$ cat config.mk
export PLATFORM = sky130hd
export DESIGN_NAME = intc_bank
export DESIGN_NICKNAME = d
export VERILOG_FILES = /design/src/rtl/intc_pkg.sv /design/src/rtl/intc_setclr_reg.sv /design/src/rtl/intc_target.sv /design/src/rtl/intc_bank.sv
export SDC_FILE = /design/constraint.sdc
export NUM_CORES = 1
export LEC_CHECK = 0
export ABC_CLOCK_PERIOD_IN_PS = 2100
export CORE_MARGIN = 5
export CORE_UTILIZATION = 32
export CTS_CLUSTER_DIAMETER = 120
export DETAILED_ROUTE_END_ITERATION = 7
export DONT_BUFFER_PORTS = 1
export HOLD_SLACK_MARGIN = 0.08
export PLACE_DENSITY = 0.58
export SYNTH_ARGS = -nofsm -noshare
export SYNTH_HDL_FRONTEND = slang
export SYNTH_SLANG_ARGS = --single-unit
$ cat constraint.sdc
create_clock -name clk -period 2.1 [get_ports clk]
set_clock_uncertainty 0.15 [all_clocks]
set_input_delay 0.42 -clock clk [delete_from_list [all_inputs] [get_ports clk]]
set_output_delay 0.42 -clock clk [all_outputs]
set_load 0.01 [all_outputs]
$ cat src/rtl/intc_pkg.sv
package intc_pkg;
  localparam int LINES  = 32;
  localparam int ADDR_W = 8;

  localparam logic [ADDR_W-1:0] OFF_VFIQ  = 8'h08;
  localparam logic [ADDR_W-1:0] OFF_FRC   = 8'h14;
  localparam logic [ADDR_W-1:0] OFF_CPU_E = 8'h20;
  localparam logic [ADDR_W-1:0] OFF_CPU_C = 8'h2C;
  localparam logic [ADDR_W-1:0] OFF_COP_E = 8'h30;
  localparam logic [ADDR_W-1:0] OFF_COP_C = 8'h3C;
  localparam logic [ADDR_W-1:0] STEP_SET  = 8'h04;
  localparam logic [ADDR_W-1:0] STEP_CLR  = 8'h08;

  function automatic logic [LINES-1:0] mask_next(
    input logic [LINES-1:0] cur, input logic [LINES-1:0] wd,
    input logic ld, input logic st, input logic cl);
    logic [LINES-1:0] r;
    r = cur;
    if (ld) r = wd;
    if (st) r = cur | wd;
    if (cl) r = cur & ~wd;
    return r;
  endfunction

  function automatic logic [LINES-1:0] pend_vec(
    input logic [LINES-1:0] srcv, input logic [LINES-1:0] frc,
    input logic [LINES-1:0] en);
    return (srcv | frc) & en;
  endfunction
endpackage

$ cat src/rtl/intc_setclr_reg.sv
module intc_setclr_reg
  import intc_pkg::*;
#(
  parameter int W = LINES,
  parameter logic [ADDR_W-1:0] BASE = '0,
  parameter bit HAS_ALIAS = 1'b1
) (
  input  logic              clk,
  input  logic              rst_n,
  input  logic              we,
  input  logic [ADDR_W-1:0] addr,
  input  logic [W-1:0]      wdata,
  output logic [W-1:0]      q
);
  localparam logic [ADDR_W-1:0] SET_OFF = BASE + STEP_SET;
  localparam logic [ADDR_W-1:0] CLR_OFF = BASE + STEP_CLR;

  logic hit_ld, hit_set, hit_clr;
  assign hit_ld = we && (addr == BASE);

  generate
    if (HAS_ALIAS) begin : g_alias
      assign hit_set = we && (addr == SET_OFF);
      assign hit_clr = we && (addr == CLR_OFF);

      a_r3_set_only_adds: assert property (@(posedge clk) disable iff (!rst_n)
        hit_set |=> (((q & $past(wdata)) == $past(wdata)) &&
                     ((q & ~$past(wdata)) == ($past(q) & ~$past(wdata)))));
      a_r4_clr_only_removes: assert property (@(posedge clk) disable iff (!rst_n)
        hit_clr |=> (((q & $past(wdata)) == '0) &&
                     ((q & ~$past(wdata)) == ($past(q) & ~$past(wdata)))));
    end else begin : g_plain
      assign hit_set = 1'b0;
      assign hit_clr = 1'b0;
    end
  endgenerate

  always_ff @(posedge clk or negedge rst_n) begin
    if (!rst_n) q <= '0;
    else        q <= mask_next(q, wdata, hit_ld, hit_set, hit_clr);
  end

  a_r10_hold_without_write: assert property (@(posedge clk) disable iff (!rst_n)
    !we |=> $stable(q));
endmodule

$ cat src/rtl/intc_target.sv
module intc_target
  import intc_pkg::*;
#(
  parameter logic [ADDR_W-1:0] EN_OFF  = OFF_CPU_E,
  parameter logic [ADDR_W-1:0] CLS_OFF = OFF_CPU_C
) (
  input  logic              clk,
  input  logic              rst_n,
  input  logic              we,
  input  logic [ADDR_W-1:0] addr,
  input  logic [LINES-1:0]  wdata,
  input  logic [LINES-1:0]  active,
  output logic [LINES-1:0]  en_q,
  output logic [LINES-1:0]  cls_q,
  output logic [LINES-1:0]  fast_pend,
  output logic              irq,
  output logic              fiq
);
  logic [LINES-1:0] pend;

  intc_setclr_reg #(.W(LINES), .BASE(EN_OFF), .HAS_ALIAS(1'b1)) u_en (
    .clk(clk), .rst_n(rst_n), .we(we), .addr(addr), .wdata(wdata), .q(en_q));

  intc_setclr_reg #(.W(LINES), .BASE(CLS_OFF), .HAS_ALIAS(1'b0)) u_cls (
    .clk(clk), .rst_n(rst_n), .we(we), .addr(addr), .wdata(wdata), .q(cls_q));

  assign pend      = pend_vec(active, '0, en_q);
  assign fast_pend = pend & cls_q;
  assign irq       = |(pend & ~cls_q);
  assign fiq       = |fast_pend;

  a_r6_quiet_when_disabled: assert property (@(posedge clk) disable iff (!rst_n)
    (en_q == '0) |-> (!irq && !fiq));
  a_r6_all_fast_no_irq: assert property (@(posedge clk) disable iff (!rst_n)
    (cls_q == '1) |-> !irq);
endmodule

$ cat src/rtl/intc_bank.sv
module intc_bank
  import intc_pkg::*;
(
  input  logic              clk,
  input  logic              rst_n,
  input  logic [LINES-1:0]  src,
  input  logic [ADDR_W-1:0] bus_addr,
  input  logic              bus_we,
  input  logic [LINES-1:0]  bus_wdata,
  output logic [LINES-1:0]  bus_rdata,
  output logic              cpu_irq,
  output logic              cpu_fiq,
  output logic              cop_irq,
  output logic              cop_fiq
);
  localparam int NT = 2;

  logic [LINES-1:0] frc_q, active;
  logic [LINES-1:0] en_v [NT];
  logic [LINES-1:0] cls_v [NT];
  logic [LINES-1:0] fp_v [NT];
  logic [NT-1:0]    irq_v, fiq_v;

  intc_setclr_reg #(.W(LINES), .BASE(OFF_FRC), .HAS_ALIAS(1'b1)) u_frc (
    .clk(clk), .rst_n(rst_n), .we(bus_we), .addr(bus_addr),
    .wdata(bus_wdata), .q(frc_q));

  assign active = src | frc_q;

  generate
    for (genvar t = 0; t < NT; t++) begin : g_tgt
      localparam logic [ADDR_W-1:0] EO = (t == 0) ? OFF_CPU_E : OFF_COP_E;
      localparam logic [ADDR_W-1:0] CO = (t == 0) ? OFF_CPU_C : OFF_COP_C;
      intc_target #(.EN_OFF(EO), .CLS_OFF(CO)) u_t (
        .clk(clk), .rst_n(rst_n), .we(bus_we), .addr(bus_addr),
        .wdata(bus_wdata), .active(active), .en_q(en_v[t]),
        .cls_q(cls_v[t]), .fast_pend(fp_v[t]), .irq(irq_v[t]), .fiq(fiq_v[t]));
    end
  endgenerate

  assign cpu_irq = irq_v[0];
  assign cpu_fiq = fiq_v[0];
  assign cop_irq = irq_v[1];
  assign cop_fiq = fiq_v[1];

  always_comb begin
    unique case (bus_addr)
      OFF_VFIQ:  bus_rdata = fp_v[0];
      OFF_FRC:   bus_rdata = frc_q;
      OFF_CPU_E: bus_rdata = en_v[0];
      OFF_CPU_C: bus_rdata = cls_v[0];
      OFF_COP_E: bus_rdata = en_v[1];
      OFF_COP_C: bus_rdata = cls_v[1];
      default:   bus_rdata = '0;
    endcase
  end

  a_r8_status_within_fast: assert property (@(posedge clk) disable iff (!rst_n)
    (bus_addr == OFF_VFIQ) |-> ((bus_rdata & ~cls_v[0]) == '0));
  a_r6_fiq_needs_status: assert property (@(posedge clk) disable iff (!rst_n)
    (bus_addr == OFF_VFIQ && cpu_fiq) |-> (bus_rdata != '0));
endmodule

* Word-level counts from Yosys, hierarchy flattened
Index checks and enable logic that the tools add are counted.
** Operators by class
- Mux-type cells :: 10
- Reductions and logical operators :: 18
- Bitwise operators :: 16
- Equality and inequality tests :: 12
** Operators by type and width (count)
- bitwise AND 32 bit :: 9
- two-way mux 32 bit :: 9
- case mux 32 bit (6 select lines) :: 1
- OR 32 bit :: 4
- OR reduction 32 bit :: 4
- inverter 32 bit :: 3
- equality test 8 x 6 -> 1 bit (second input constant) :: 8
- equality test 8 x 5 -> 1 bit (second input constant) :: 3
- logical AND 1 bit :: 11
- nonzero test 3 bit :: 3
- equality test 8 x 4 -> 1 bit (second input constant) :: 1
** Word-level totals
- Flip-flop bits (word level) :: 160
- Bits of input ports :: 75
- Word-level logic and storage cells :: 61

* Logic depth before layout (Yosys ltp)
- Depth after elaboration :: 5
- Gate-level depth with buffers :: 7
- Depth with buffers taken out :: 5

* Modules after synthesis
A second synthesis with hierarchy kept.
** Unflattened totals
- Cell total of the unflattened synthesis :: 968
- Area total of the unflattened synthesis :: 10491.3 um^2
** By module, submodules not included
- intc_setclr_reg at u_frc :: cells an instance 150, area each 1859.3 um^2, instances 1
- intc_setclr_reg at g_tgt[0].u_t.u_en :: cells an instance 145, area each 1549.0 um^2, instances 1
- intc_setclr_reg at g_tgt[1].u_t.u_en :: cells an instance 145, area each 1542.7 um^2, instances 1
- intc_bank :: cells an instance 204, area each 1530.2 um^2, instances 1
- intc_setclr_reg at g_tgt[1].u_t.u_cls :: cells an instance 70, area each 1360.1 um^2, instances 1
- intc_setclr_reg at g_tgt[0].u_t.u_cls :: cells an instance 70, area each 1351.3 um^2, instances 1
- intc_target :: cells an instance 92, area each 649.4 um^2, instances 2

* Least setup slack after synthesis
Ideal clock, no wire load.
- Path kind :: input -> output
- Start point :: input port bus_addr[1]
- End point :: output port bus_rdata[20]
- Setup slack :: -0.218 ns
- Path buffers :: 1
- Required time :: 1.530 ns
- Arrival time :: 1.748 ns
- Stages on the path :: 5
- Path through :: or2_2 nor4_1 clkbuf_1 a22oi_1 nand3_1
** Between the ends
- Word-level cells in the longest chain between the ends :: 2
- Elaborated cells between the ends (all ways) :: 7
- Those cells by class :: eq/ne (6); mux (1)
** RTL lines
- start, declared :: line intc_bank.sv:7 : input logic [ADDR_W-1:0] bus_addr,
- equality test 8 x 6 -> 1 bit, or another cell as far along :: line intc_bank.sv:47 : unique case (bus_addr)
- case mux 32 bit (6 select lines) * :: line intc_bank.sv:47
- end, declared :: line intc_bank.sv:10 : output logic [LINES-1:0] bus_rdata,
Mark *: on every way between the ends. The rest lies on a longest branch, timed or not.

* Final worst setup path
- Start point :: register u_frc.q[18]
- End point :: output port cpu_irq
** Between the ends
- Word-level cells in the longest chain between the ends :: 4
** RTL lines
- start, declared :: line intc_setclr_reg.sv:13 : output logic [W-1:0] q
- start signal, assigned :: line intc_setclr_reg.sv:40 : else q <= mask_next(q, wdata, hit_ld, hit_set, hit_clr);
- OR 32 bit :: line intc_bank.sv:28 : assign active = src | frc_q;
- bitwise AND 32 bit :: line intc_pkg.sv:28 : return (srcv | frc) & en;
- bitwise AND 32 bit :: line intc_target.sv:29 : assign irq = |(pend & ~cls_q);
- OR reduction 32 bit :: line intc_target.sv:29
- end, declared :: line intc_bank.sv:11 : output logic cpu_irq,
No other way between the ends.

==> key figures <==
Run status
  • Run status: finished with violations
  • Failing checks: hold timing, setup timing

Timing
  • Final slew viol count: 0
  • Final Critical Period: around 2800 ps
  • Final Cycle Share: 1.33
  • FMAX: around 0.36 GHz
  • Setup-failing EPs final: 36
  • RSZ-0062 raised after global routing: yes
  • Final WS setup: -695 ps
  • Worst Tran Pin Value: 677 ps
  • Setup tns final: -5860 ps
  • Final Hold Viols: between 150 and 200
  • Relative slew slack: 0.548
  • Hold_ws: -467 ps

Setup path
  • Crit end category: output pin
  • Crit path arrival time: 2220 ps
  • CP Class: reg2out
  • Worst-path fanout max: 2
  • Worst EP required: 1530 ps
  • Startpoint types: register

Synthesis
  • Ys flop type: dfrtp_1
  • Synth top area share: 0.449
  • Synth area leaders: dfrtp_1 (45%), a22o_1 (8.9%), mux2_1 (7.6%)
  • Post-synth EDFFs: 0
  • Largest family of logic cells by synthesized area: compound AO/OA/AOI/OAI gates
  • Post-Synth Simple-Gate Area: 0.129
  • Netlist cell types: 40
  • Xor-xnor portion of the synthesized cell area: 0
  • Synth Register Bits: 160
  • Adder-cell share of the synthesized area: 0.0359
  • Synth Warn #: 0
  • Top post-synthesis cells by count: dfrtp_1 (160), o21ai_0 (95), a22o_1 (91)
  • Synth Area in Compound Gates: 0.277
  • Synth Instances: about 900
  • Most common cell in the netlist: dfrtp_1
  • Ys async rst share: 1.00
  • Leading area contributor after synthesis: dfrtp_1
  • Mean Syn Cell Area: 9.70 sq um
  • Seq/Total Area, Yosys: 0.449
  • Synth Net Count: about 1000
  • Mux contribution to synthesized area: 0.0808
  • Post-Syn Area: slightly below 9000 sq um

Routing
  • Pre-antenna DRT Iters: 7
  • Total wire length: approximately 44000 microns
  • Antenna-violating nets left: 0
  • Average wire per standard cell: 29.1 microns
  • DR vias/cell: between 6 and 7
  • DR iter-0 viols: between 1000 and 1500
  • Via count: roughly 9500
  • Detailed-route DRC error count: 0

Final layout
  • Layout area overhead: 45.5%
  • FF+latch area: between 4000 and 5000 sq um
  • Layout Nets: between 1000 and 1500
  • ANT cells: 0
  • Multi-input logic area: 5490 sq um
  • Fin util: 0.470
  • # fillers: between 2000 and 3000
  • Share of layout cells above drive strength 1: 0.353
  • Final Cell Area: between 10000 and 15000 sq um

Pwr
  • Cell Pwr Density: ~620 nW/um^2
  • Leak: 5.58 nW
  • VDD IR max: 0.610 mV

Clocking
  • Hold Buf Count CTS: 32
  • CTS Sinks: 160
  • CTS tree: yes
  • Root Driver: clkbuf_16
  • Clock Latency Late Sink: between 400 and 500 ps
  • CTS buffer count: 17
  • CTS clk-pin slew, worst paths: roughly 70 ps
  • Clk buf depth: 2
  • H-tree depth: 4

Placement
  • Port Buffer Count: 0
  • Pre-CTS setup slack: -383 ps
  • Dpl cell area: ~11000 sq um
  • DP Wirelength: roughly 26000 microns
  • Routability-driven placement congestion ratio: approximately 0.94

Run
  • Max Cap Violations: 0

Floorplanning
  • Die X: 177 microns
  • Ports: around 110
  • FP Rows: just over 60
  • Die area: between 30000 and 40000 sq um
  • Die Height: between 150 and 200 microns
  • Core ar.: 27600 sq um
  • Starting Density: 0.323

Global route
  • GRT Util Overall: 0.274
  • Antenna violations before repair: 0
  • Largest net degree at the start of global routing: between 150 and 200
  • Global-route wire length before repair: between 60000 and 70000 microns
  • Vias in the first global route: 9367
  • GRT overflow: 0

Hold path
  • Tightest Hold Check Type: in2async
## metrics by stage
step | cells | power [mW]
final | 1502 | 8.08
after CTS | 1505 | 8.00
after floorplan | 920 | 4.01
after detailed placement | 1399 | 4.50
after global routing | 1502 | 8.32
after global placement | 1399 | 4.49
## placed cells by master, fill, tap and decap left out, types with 21 or more instances in the layout
master and count:
o22ai_1 21, maj3_1 32, o21ai_0 59, mux2_1 60, nor2_1 44, nand3_2 36, dlygate4sd3_1 32, nand2_1 83
buf_4 143, a22o_1 91, buf_12 22, o211ai_1 41, dfrtp_1 159, a22oi_2 51
## worst paths after layout
path | from | endpoint | slack, ps | depth (start not counted)
worst max-delay path | u_frc.q[18] | cpu_irq | -690 | 5
worst min-delay path | rst_n | g_tgt[0].u_t.u_en.q[4] | -470 | 0
worst max register to register | g_tgt[1].u_t.u_cls.q[26] | g_tgt[1].u_t.u_cls.q[26] | 940 | 2
worst min register to register | g_tgt[1].u_t.u_en.q[2] | g_tgt[1].u_t.u_en.q[2] | 390 | 1
max in group asynchronous | rst_n | g_tgt[1].u_t.u_cls.q[18] | 1900 | 0
min in group clk | bus_wdata[7] | u_frc.q[7] | 110 | 2
## layout make-up
| class | instances | area share |
|---|---|---|
| multi-input cells | 695 | 0.423 |
| flip-flops and latches | 160 | 0.309 |
| repair buffers | 229 | 0.183 |
| well taps | 378 | 0.0364 |
| clock buffers | 19 | 0.0349 |
| clock inverters | 13 | 0.0123 |
| inverters | 8 | 0.00231 |
## sequential cells by signal, summed over array words and instances, names as in the netlist
| register | flops |
|---|---|
| u_frc.q | 32 |
| g_tgt.u_t.u_en.q | 64 |
| g_tgt.u_t.u_cls.q | 64 |
## where the power goes
part | internal [mW] | leakage, nW | total, mW | switching (mW)
sequential | 3.31 | 2.18 | 3.55 | 0.239
clock | 1.94 | 0.288 | 3.33 | 1.40
combinational | 0.623 | 3.11 | 1.21 | 0.583
total | 5.87 | 5.58 | 8.08 | 2.22
## logic make-up after synthesis
kind of cell    count (synthesis)
buf+inv                        65
simple gates                  243
flops                         160
fa+ha+maj                      32
mux                            64
compound gates                356
## critical path, stage by stage, from the launching register on
cell and delay (ps):
dfrtp_1 390, o21ai_2 210, o22ai_2 150, nor4_2 320
nand4_1 220, or4_4 500
## timing repair
| item | 4_1_cts | 5_1_grt |
|---|---|---|
| pin swaps | 91 | 59 |
| hold endpoints to repair | 320 | 160 |
| cloned | 14 | 1 |
| endpoints found under the setup margin | 36 | 49 |
| gates resized for setup | 180 | 60 |
| buffers inserted | 31 | 4 |
## routing by layer
metal | GRT usage | part of all wire | up-vias
li1 | - | - | 3957
met1 | 0.351 | 0.39 | 4785
met2 | 0.417 | 0.44 | 643
met3 | 0.112 | 0.12 | 145
met4 | 0.101 | 0.044 | 0
met5 | 0.00962 | 0 | -
Power figures use the tool's default switching activity.
